File: src/rtl/wake_uart_rx_pkg.sv
package wake_uart_rx_pkg;

   typedef enum logic [1:0] {
      ST_IDLE,
      ST_START,
      ST_DATA,
      ST_STOP
   } rx_state_e;

   // ticks of continuous high line that make up one whole frame
   function automatic int frame_ticks(input int dbits, input bit nine, input int osr);
      return (dbits + 2 + (nine ? 1 : 0)) * osr;
   endfunction

endpackage

File: src/rtl/wur_sync.sv
module wur_sync #(
   parameter int STAGES  = 2,
   parameter bit RST_VAL = 1'b1
) (
   input  logic clk,
   input  logic rst_n,
   input  logic d_i,
   output logic q_o
);
   logic [STAGES-1:0] chain;

   generate
      if (STAGES == 1) begin : g_single
         always_ff @(posedge clk or negedge rst_n) begin
            if (!rst_n) chain <= {STAGES{RST_VAL}};
            else        chain <= d_i;
         end
      end else begin : g_multi
         always_ff @(posedge clk or negedge rst_n) begin
            if (!rst_n) chain <= {STAGES{RST_VAL}};
            else        chain <= {chain[STAGES-2:0], d_i};
         end
      end
   endgenerate

   assign q_o = chain[STAGES-1];
endmodule

File: src/rtl/wur_deframer.sv
module wur_deframer
   import wake_uart_rx_pkg::*;
#(
   parameter int DATA_W = 8,
   parameter int OSR    = 16
) (
   input  logic              clk,
   input  logic              rst_n,
   input  logic              tick_i,
   input  logic              rx_i,
   input  logic              nine_i,
   output logic              done_o,
   output logic [DATA_W-1:0] data_o,
   output logic              b9_o,
   output logic              ferr_o
);
   localparam int CW = $clog2(OSR);
   localparam int BW = $clog2(DATA_W + 1);
   localparam logic [CW-1:0] MID_T = CW'(OSR / 2 - 1);
   localparam logic [CW-1:0] END_T = CW'(OSR - 1);

   rx_state_e         st;
   logic [CW-1:0]     cnt;
   logic [BW-1:0]     bidx;
   logic [BW-1:0]     last_idx;
   logic [DATA_W:0]   sh;
   logic              nine_q;
   logic              armed;

   assign last_idx = nine_q ? BW'(DATA_W) : BW'(DATA_W - 1);

   always_ff @(posedge clk or negedge rst_n) begin
      if (!rst_n) begin
         st     <= ST_IDLE;
         cnt    <= '0;
         bidx   <= '0;
         sh     <= '0;
         nine_q <= 1'b0;
         armed  <= 1'b0;
         done_o <= 1'b0;
         data_o <= '0;
         b9_o   <= 1'b0;
         ferr_o <= 1'b0;
      end else begin
         done_o <= 1'b0;
         case (st)
            ST_IDLE: begin
               if (rx_i) begin
                  armed <= 1'b1;
               end else if (tick_i && armed) begin
                  st     <= ST_START;
                  cnt    <= '0;
                  nine_q <= nine_i;
               end
            end
            ST_START: if (tick_i) begin
               if (cnt == MID_T) begin
                  cnt  <= '0;
                  bidx <= '0;
                  st   <= rx_i ? ST_IDLE : ST_DATA;
               end else begin
                  cnt <= cnt + 1'b1;
               end
            end
            ST_DATA: if (tick_i) begin
               if (cnt == END_T) begin
                  cnt <= '0;
                  sh  <= {rx_i, sh[DATA_W:1]};
                  if (bidx == last_idx) st <= ST_STOP;
                  else                  bidx <= bidx + 1'b1;
               end else begin
                  cnt <= cnt + 1'b1;
               end
            end
            ST_STOP: if (tick_i) begin
               if (cnt == END_T) begin
                  cnt    <= '0;
                  st     <= ST_IDLE;
                  armed  <= 1'b0;
                  done_o <= 1'b1;
                  ferr_o <= ~rx_i;
                  data_o <= nine_q ? sh[DATA_W-1:0] : sh[DATA_W:1];
                  b9_o   <= nine_q & sh[DATA_W];
               end else begin
                  cnt <= cnt + 1'b1;
               end
            end
            default: st <= ST_IDLE;
         endcase
      end
   end
endmodule

File: src/rtl/wur_idle_det.sv
module wur_idle_det
   import wake_uart_rx_pkg::*;
#(
   parameter int DATA_W = 8,
   parameter int OSR    = 16
) (
   input  logic clk,
   input  logic rst_n,
   input  logic tick_i,
   input  logic rx_i,
   input  logic nine_i,
   output logic idle_o,
   output logic evt_o
);
   localparam int IW = $clog2(frame_ticks(DATA_W, 1'b1, OSR) + 1);
   localparam logic [IW-1:0] THR_SHORT = IW'(frame_ticks(DATA_W, 1'b0, OSR));
   localparam logic [IW-1:0] THR_LONG  = IW'(frame_ticks(DATA_W, 1'b1, OSR));

   logic [IW-1:0] cnt;
   logic [IW-1:0] thr;

   assign thr = nine_i ? THR_LONG : THR_SHORT;

   always_ff @(posedge clk or negedge rst_n) begin
      if (!rst_n) begin
         cnt    <= '0;
         idle_o <= 1'b0;
         evt_o  <= 1'b0;
      end else begin
         evt_o <= 1'b0;
         if (!rx_i) begin
            cnt    <= '0;
            idle_o <= 1'b0;
         end else if (tick_i && !idle_o) begin
            if (cnt >= thr - 1'b1) begin
               idle_o <= 1'b1;
               evt_o  <= 1'b1;
            end else begin
               cnt <= cnt + 1'b1;
            end
         end
      end
   end
endmodule

File: src/rtl/wur_wake_ctl.sv
module wur_wake_ctl #(
   parameter int DATA_W = 8
) (
   input  logic              clk,
   input  logic              rst_n,
   input  logic              done_i,
   input  logic [DATA_W-1:0] data_i,
   input  logic              b9_i,
   input  logic              ferr_i,
   input  logic              idle_evt_i,
   input  logic              wake_addr_i,
   input  logic              idle_ie_i,
   input  logic              sleep_set_i,
   input  logic              rd_i,
   input  logic              ack_i,
   output logic [DATA_W-1:0] data_o,
   output logic              bit9_o,
   output logic              ready_o,
   output logic              ferr_o,
   output logic              ovr_o,
   output logic              sleep_o,
   output logic              idle_irq_o,
   output logic              rx_irq_o,
   output logic              rx_exc_o
);
   logic addr_hit;
   logic accept;
   logic pend;

   assign addr_hit = done_i & wake_addr_i & b9_i;
   assign accept   = done_i & (~sleep_o | addr_hit);

   always_ff @(posedge clk or negedge rst_n) begin
      if (!rst_n) begin
         data_o  <= '0;
         bit9_o  <= 1'b0;
         ready_o <= 1'b0;
         ferr_o  <= 1'b0;
         ovr_o   <= 1'b0;
         sleep_o <= 1'b0;
         pend    <= 1'b0;
      end else begin
         if (sleep_set_i)                     sleep_o <= 1'b1;
         else if (sleep_o && addr_hit)        sleep_o <= 1'b0;
         else if (idle_evt_i && !wake_addr_i) sleep_o <= 1'b0;

         if (accept) begin
            data_o  <= data_i;
            bit9_o  <= b9_i;
            ready_o <= 1'b1;
            ferr_o  <= ferr_i;
            ovr_o   <= ready_o & ~rd_i;
         end else if (rd_i) begin
            ready_o <= 1'b0;
            ferr_o  <= 1'b0;
            ovr_o   <= 1'b0;
         end

         if (idle_evt_i) pend <= 1'b1;
         else if (ack_i) pend <= 1'b0;
      end
   end

   assign idle_irq_o = pend & idle_ie_i;
   assign rx_irq_o   = ready_o & ~(ferr_o | ovr_o);
   assign rx_exc_o   = ready_o & (ferr_o | ovr_o);
endmodule

File: src/rtl/wake_uart_rx.sv
module wake_uart_rx #(
   parameter int DATA_W      = 8,
   parameter int OSR         = 16,
   parameter int SYNC_STAGES = 2
) (
   input  logic              clk,
   input  logic              rst_n,
   input  logic              tick16_i,
   input  logic              rxd_i,
   input  logic              cfg_nine_i,
   input  logic              cfg_wake_addr_i,
   input  logic              cfg_idle_ie_i,
   input  logic              sleep_set_i,
   input  logic              data_rd_i,
   input  logic              idle_ack_i,
   output logic [DATA_W-1:0] data_o,
   output logic              bit9_o,
   output logic              ready_o,
   output logic              sleep_o,
   output logic              idle_o,
   output logic              idle_evt_o,
   output logic              idle_irq_o,
   output logic              frame_err_o,
   output logic              overrun_o,
   output logic              rx_irq_o,
   output logic              rx_exc_irq_o
);
   logic              rx_s;
   logic              fr_done;
   logic [DATA_W-1:0] fr_data;
   logic              fr_b9;
   logic              fr_ferr;

   wur_sync #(.STAGES(SYNC_STAGES), .RST_VAL(1'b1)) u_sync (
      .clk   (clk),
      .rst_n (rst_n),
      .d_i   (rxd_i),
      .q_o   (rx_s)
   );

   wur_deframer #(.DATA_W(DATA_W), .OSR(OSR)) u_deframer (
      .clk    (clk),
      .rst_n  (rst_n),
      .tick_i (tick16_i),
      .rx_i   (rx_s),
      .nine_i (cfg_nine_i),
      .done_o (fr_done),
      .data_o (fr_data),
      .b9_o   (fr_b9),
      .ferr_o (fr_ferr)
   );

   wur_idle_det #(.DATA_W(DATA_W), .OSR(OSR)) u_idle (
      .clk    (clk),
      .rst_n  (rst_n),
      .tick_i (tick16_i),
      .rx_i   (rx_s),
      .nine_i (cfg_nine_i),
      .idle_o (idle_o),
      .evt_o  (idle_evt_o)
   );

   wur_wake_ctl #(.DATA_W(DATA_W)) u_ctl (
      .clk         (clk),
      .rst_n       (rst_n),
      .done_i      (fr_done),
      .data_i      (fr_data),
      .b9_i        (fr_b9),
      .ferr_i      (fr_ferr),
      .idle_evt_i  (idle_evt_o),
      .wake_addr_i (cfg_wake_addr_i),
      .idle_ie_i   (cfg_idle_ie_i),
      .sleep_set_i (sleep_set_i),
      .rd_i        (data_rd_i),
      .ack_i       (idle_ack_i),
      .data_o      (data_o),
      .bit9_o      (bit9_o),
      .ready_o     (ready_o),
      .ferr_o      (frame_err_o),
      .ovr_o       (overrun_o),
      .sleep_o     (sleep_o),
      .idle_irq_o  (idle_irq_o),
      .rx_irq_o    (rx_irq_o),
      .rx_exc_o    (rx_exc_irq_o)
   );
endmodule

File: config.mk
export PLATFORM = sky130hd
export DESIGN_NAME = wake_uart_rx
export DESIGN_NICKNAME = d
export VERILOG_FILES = /design/src/rtl/wake_uart_rx_pkg.sv /design/src/rtl/wur_sync.sv /design/src/rtl/wur_deframer.sv /design/src/rtl/wur_idle_det.sv /design/src/rtl/wur_wake_ctl.sv /design/src/rtl/wake_uart_rx.sv
export SDC_FILE = /design/constraint.sdc
export NUM_CORES = 1
export LEC_CHECK = 0
export ABC_CLOCK_PERIOD_IN_PS = 3700
export BUFFER_PORTS_ARGS = -buffer_cell sky130_fd_sc_hd__buf_4
export CORE_MARGIN = 2
export CORE_UTILIZATION = 40
export DETAILED_ROUTE_END_ITERATION = 8
export PLACE_DENSITY_LB_ADDON = 0.12
export SYNTH_ARGS = -nofsm -noshare
export SYNTH_HDL_FRONTEND = slang
export SYNTH_SLANG_ARGS = --single-unit
export TNS_END_PERCENT = 100
File: constraint.sdc
create_clock -name clk -period 3.7 [get_ports clk]
set_input_delay 0.37 -clock clk [delete_from_list [all_inputs] [get_ports clk]]
set_output_delay 0.37 -clock clk [all_outputs]
set_load 0.005 [all_outputs]
Word-level counts from Yosys, hierarchy flattened --
Index checks and enable logic that the tools add are counted.
Storage, ports and cells: memories 0, input port bits 10, bits in writable memories 0, bits in read-only memories 0, latch bits 0, register bits after elaboration 58, logic and storage cells 135
Operators by class: divide/modulo/power cells 0, equality and inequality tests 21, bitwise gates (word level) 14, shifts and indexed selects 0, reduce and logical (&&, ||, !) cells 22, add/subtract/negate cells 4, $lt $le $gt $ge 1, multiplexer cells 52, multiply operators 0
Operators by type and width (number):
- 4-bit two-way mux | 12
- 8-bit two-way mux | 4
- 1-bit two-way mux | 21
- 2-bit two-way mux | 10
- 2-bit by 1-bit != test with 1-bit output (second input constant) | 8
- 2-bit != test (second input constant) | 7
- 4-bit case mux with 3 select lines | 1
- 3-bit AND reduction | 3
- 9-bit AND reduction | 1
- 4-bit by 1-bit adder with 4-bit output (second input constant) | 2
- 8-bit by 1-bit adder with 8-bit output (second input constant) | 1
- 1-bit bitwise AND | 8
- 8-bit greater-or-equal comparator | 1
- 2-bit case mux with 4 select lines | 1
- 4-bit case mux with 2 select lines | 1
- 4-bit AND reduction | 2
- 2-bit nonzero test | 4
- 8-bit by 1-bit subtractor with 8-bit output (second input constant) | 1
- 6-bit AND reduction | 1
- 5-bit two-way mux | 1
- 2-bit equality test (second input constant) | 2
- 4-bit by 3-bit equality test with 1-bit output (second input constant) | 1
- 4-bit equality test | 1
- 4-bit equality test (second input constant) | 1
- 10 further kinds | 19

Depth between registers and ports, before layout --
depth in word-level cells 6, depth in mapped cells 6, gate-level depth less buffers 6

By module --
A second synthesis with hierarchy kept.
Unflattened totals: cells, all modules 253, area, all modules 2813.9 um^2
Modules (own cells, without submodules):
- wur_deframer | area each 1635.3 um^2, times used 1, cells an instance 158
- wur_wake_ctl | area each 605.6 um^2, times used 1, cells an instance 40
- wur_idle_det | area each 520.5 um^2, times used 1, cells an instance 53
- wur_sync | area each 52.6 um^2, times used 1, cells an instance 2

Least setup slack after synthesis --
No wires, ideal clock.
path type input to register, start input cfg_nine_i, end register u_idle.cnt[5], setup slack 2.022 ns, stages 6, arrival time 1.599 ns, library setup time 0.079 ns, cell sequence inv_1 ha_1 a211oi_2 o211ai_1 nor3_1 mux2i_1
On the way: word-level cells in the longest chain between the ends 5
RTL lines:
- start, declared | RTL line wake_uart_rx.sv:10 | input logic cfg_nine_i,
- 5-bit two-way mux | RTL line wur_idle_det.sv:22 | assign thr = nine_i ? THR_LONG : THR_SHORT;
- 8-bit by 1-bit subtractor with 8-bit output | RTL line wur_idle_det.sv:35 | if (cnt >= thr - 1'b1) begin
- 8-bit greater-or-equal comparator | RTL line wur_idle_det.sv:35
- 2-bit != test (no source line)
- 2-bit AND reduction (no source line)
- end signal, assigned | RTL line wur_idle_det.sv:39 | cnt <= cnt + 1'b1;
- end, declared | RTL line wur_idle_det.sv:19 | logic [IW-1:0] cnt;
Every way passes these cells. A chain may end at the register's enable or synchronous reset.

Worst setup path in the final report --
start register u_deframer.cnt[0], end register u_deframer.sh[1]
On the way: word-level cells in the longest chain between the ends 2
RTL lines:
- start, declared | RTL line wur_deframer.sv:23 | logic [CW-1:0] cnt;
- start signal, assigned | RTL line wur_deframer.sv:62 | cnt <= cnt + 1'b1;
- start signal, assigned | RTL line wur_deframer.sv:72 | cnt <= cnt + 1'b1;
- start signal, assigned | RTL line wur_deframer.sv:85 | cnt <= cnt + 1'b1;
- 4-bit equality test | RTL line wur_deframer.sv:66 | if (cnt == END_T) begin
- 3-bit AND reduction (no source line)
- end signal, assigned | RTL line wur_deframer.sv:68 | sh <= {rx_i, sh[DATA_W:1]};
- end, declared | RTL line wur_deframer.sv:26 | logic [DATA_W:0] sh;
Every way passes these cells.

==> results.md <==
- The run finished with clean final reports.
- The initial core utilization is 40.7%.
- In the layout the commonest cells are sky130_fd_sc_hd__dfrtp_1, sky130_fd_sc_hd__nand2_1, sky130_fd_sc_hd__buf_4.
- The clock reaches the later pin of the worst-skew pair after 0.32 ns.
- The vertical extent of the die is 86.7 microns.
- Setup repair after global routing left no endpoint under its margin.
- The post-synth net total is 266.
- Between clock sinks in the finished design, the worst skew comes to 0.00522 ns.
- The residual antenna-violating net count after detailed routing is 0.
- The total of max-cap violations is 0.
- The initialized floorplan defines 30 standard-cell rows.
- The number of global-route vias before repair is 1888.
- Before CTS, the worst setup slack after placement is 1.68 ns.
- The worst setup path is launched from a flip-flop.
- Relative to the synthesized area, the layout overhead comes to 16.5%.
- The layout cell share with drive strength beyond 1 is 25.5%.
- The root buffer cell is sky130_fd_sc_hd__clkbuf_8.
- In this run the tool buffered the top-level ports with 27 buffer cells.
- Derived from the worst setup path, the maximum achievable clock frequency is 488 MHz.
- Post-CTS repair changed the size of 0 cells.
- The average detailed-routed wire length per instance is 13.1 microns.
- The average size of a mapped cell is 10.9 sq um.
- Counting flops with an async set or reset pin after synthesis yields a share of 100%.
- Counting every instance in the synthesized netlist gives 251.
- In this run the number of H-tree levels came out at 3.
- The post-synthesis cell type count is 48.
- On the worst path, the slowest cell contributes a delay of 0.65 ns.
- The total negative setup slack is 0 ns.
- After floorplanning, the core was sized to cover 6720 sq um.
- The worst reg2reg path startpoint is u_deframer.cnt[0]$_DFFE_PN0P_.
- The largest fanout on the critical path is 11.
- The DRC marker count from the first detailed-route iteration is 49.
- The routed layout has 1903 vias.
- Leaving out fill and tap cells, the most frequent cell in the layout is sky130_fd_sc_hd__dfrtp_1.
- The largest voltage drop on the vdd net is 0.241 mV.
- The half-perimeter wire length after placement is 3260 microns.
- In this run the power density over the cells is 507 nW/um^2.
- The area occupied by multi-input gates is 1190 sq um.
- The first-pass GRT wire length is 8480 microns.
- The slowest stage of the critical path is the sky130_fd_sc_hd__nor3_2 cell.
- The number of top-level pins is 28.
- Clock-pin slew was measured on the worst setup and hold paths at 0.06 ns.
- The final routed DRC violation total is 0.
- STA puts the critical path data required time at 3.91 ns.
- The clock tree from TritonCTS is yes.
- The endpoint identified for the worst register-to-register timing path is u_deframer.sh[1]$_DFFE_PN0P_.
- The area used by sequential logic in the layout is 1450 sq um.
- The final layout contains routed wiring with a total length of 4760 microns.
- The final worst-path setup slack is 1.65 ns.
- The detailed-route vias per instance is 5.26.
- The final period utilization is 55.4%.
- For this run, the leading register cell type out of synthesis is sky130_fd_sc_hd__dfrtp_1.
- The worst min-delay path category is input port to asynchronous set/reset pin.
- The mapped netlist covers 2730 sq um.
- For flop-to-flop paths, the worst setup slack is 1.65 ns.
- 0 antenna diodes ended up in the layout.
- STA classifies the critical path endpoint as a flip-flop.
- The analysis attributes to cell leakage a power of 1.51 nW.
- Buffers added to address setup during post-CTS repair amount to 0.
- For the worst flop-to-flop path, the logic depth is 4.
- The pin count of the biggest net entering global routing is 59.
- The overall routing resource usage is 14.3%.
- The number of enable flip-flop cells after synthesis is 0.
- The width of the die is 86.7 microns.
- Subtracting the final worst setup slack from the clock period gives 2.05 ns.
- Hold is met by 0.0968 ns.
- Routability-driven placement finished with a final weighted congestion of 0.796.
- The number of hold violations in the final report was 0.
- Synthesis inferred 58 register bits.
- The kind of critical path is flip-flop to flip-flop.
- Setup violations remaining at the end of the flow were counted as 0.
- The first detailed-routing pass ran for 4 iterations.
- The fill cell total of the finished layout is 654.
- The die covers 7510 sq um.
- The clock tree buffer depth is 2.
- The critical path arrival is 2.26 ns.
- Headroom to the max-slew limit came out at 45.6%.
- After global routing the overflow that remains totals 0.
- The number of hold buffers added after cts is 0.
- For this run, the number of Yosys warnings is 0.
- The tree built by TritonCTS fans out to 58 sinks.
- The signal on the critical path passes through ha_1 -> nand3_2 -> nor3_2 -> mux2_2.
- The number of pins exceeding their max-slew limit in the final report is 0.
- The worst-margin pin slew is 0.812 ns.
- The portion of the post-synthesis area used by sequential elements is 53.2%.
- The number of antenna violations at the first check in global routing is 0.
- The TritonCTS buffer count is 9.
- The count of nets after finishing is 293.
## cell type report
type / count / area share [%]
Clock inverter: 2 / 1.10
Sequential cell: 58 / 45.7
Timing Repair Buffer: 27 / 6.37
Inverter: 8 / 0.943
Clock buffer: 13 / 5.30
Multi-Input combinational cell: 174 / 37.5
Tap cell: 80 / 3.14
## kinds of logic (layout without fill, tap and decap cells)
logic type	count (synthesis)	count (layout)	share of synthesized area, %
AOI/OAI and AO/OA	51	51	12.0
buffers and inverters	19	50	3.11
adders and majority gates	5	5	2.29
muxes	31	31	12.2
xor gates and xnor gates	1	1	0.321
and+or+nand+nor	86	86	16.9
DFF	58	58	53.2
## cells in the mapped netlist (3+ instances only)
master,n,area (sq um)
sky130_fd_sc_hd__nor3_1,3,15.0
sky130_fd_sc_hd__inv_1,8,30.0
sky130_fd_sc_hd__buf_2,5,25.0
sky130_fd_sc_hd__mux2_2,18,203
sky130_fd_sc_hd__nor2b_1,5,31.3
sky130_fd_sc_hd__nand2_1,31,116
sky130_fd_sc_hd__nand3b_1,3,22.5
sky130_fd_sc_hd__dfrtp_1,56,1400
sky130_fd_sc_hd__a21oi_1,8,40.0
sky130_fd_sc_hd__clkbuf_1,3,11.3
sky130_fd_sc_hd__and3_1,4,25.0
sky130_fd_sc_hd__mux2i_1,13,130
sky130_fd_sc_hd__o31ai_1,3,22.5
sky130_fd_sc_hd__o21ai_0,22,110
sky130_fd_sc_hd__ha_1,5,62.6
sky130_fd_sc_hd__nand3_1,8,40.0
sky130_fd_sc_hd__nor2_1,10,37.5
sky130_fd_sc_hd__nand2b_1,5,31.3
## layer usage
metal,vias up,global-route usage (%),part of all wire [%]
met5,-,0,0
met2,43,21.6,45
met3,8,3.24,4.3
met1,902,19.4,49
met4,0,6.82,1.7
li1,950,-,-
## state kept, by name (all words and copies together) (netlist names), named ones only
signal and cells:
u_ctl.ready_o 1, u_ctl.sleep_o 1, u_deframer.ferr_o 1, u_deframer.data_o 8, u_deframer.st 1, u_sync.chain 2, u_deframer.bidx 4, u_idle.evt_o 1
u_ctl.bit9_o 1, u_deframer.sh 9, u_idle.cnt 8, u_deframer.armed 1, u_deframer.cnt 4, u_ctl.ferr_o 1, u_ctl.data_o 8, u_ctl.ovr_o 1
u_deframer.nine_q 1, u_ctl.pend 1, u_idle.idle_o 1, u_deframer.done_o 1, u_deframer.b9_o 1
## worst max-delay path, delay by kind of cell, from the launching register on
family | cells | cell delay [ns]
DFF | 1 | 0.39
and+or+nand+nor | 2 | 0.83
adders and majority gates | 1 | 0.29
muxes | 1 | 0.41
## worst max-delay path by stage
| stage | startpoint | endpoint |
|---|---|---|
| 2_1_floorplan | cfg_nine_i | u_idle.cnt[5]$_DFFE_PN0P_ |
| 3_3_place_gp | u_deframer.cnt[0]$_DFFE_PN0P_ | u_deframer.sh[1]$_DFFE_PN0P_ |
| 3_5_place_dp | u_deframer.cnt[0]$_DFFE_PN0P_ | u_deframer.sh[2]$_DFFE_PN0P_ |
| 4_1_cts | u_deframer.cnt[0]$_DFFE_PN0P_ | u_deframer.sh[1]$_DFFE_PN0P_ |
| 5_1_grt | u_deframer.cnt[0]$_DFFE_PN0P_ | u_deframer.data_o[7]$_DFFE_PN0P_ |
| 6_report | u_deframer.cnt[0]$_DFFE_PN0P_ | u_deframer.sh[1]$_DFFE_PN0P_ |
## per-stage QoR
stage                     instances  total power [W]  area, sq um  utilization, %
after floorplan                 251         0.000971         2730               -
after global placement          347          0.00102         2980            44.4
after detailed placement        347          0.00103         2980            44.4
after CTS                       362          0.00163         3180            47.4
after global routing            362          0.00171         3180            47.4
final                           362          0.00161         3180            47.4
## report_power, final
group / switching (W) / internal [W]
clock network: 0.000237 / 0.000362
registers: 0.000120 / 0.000690
logic: 0.000104 / 0.000102
total: 0.000460 / 0.00115
(Power assumes the default switching activity.)
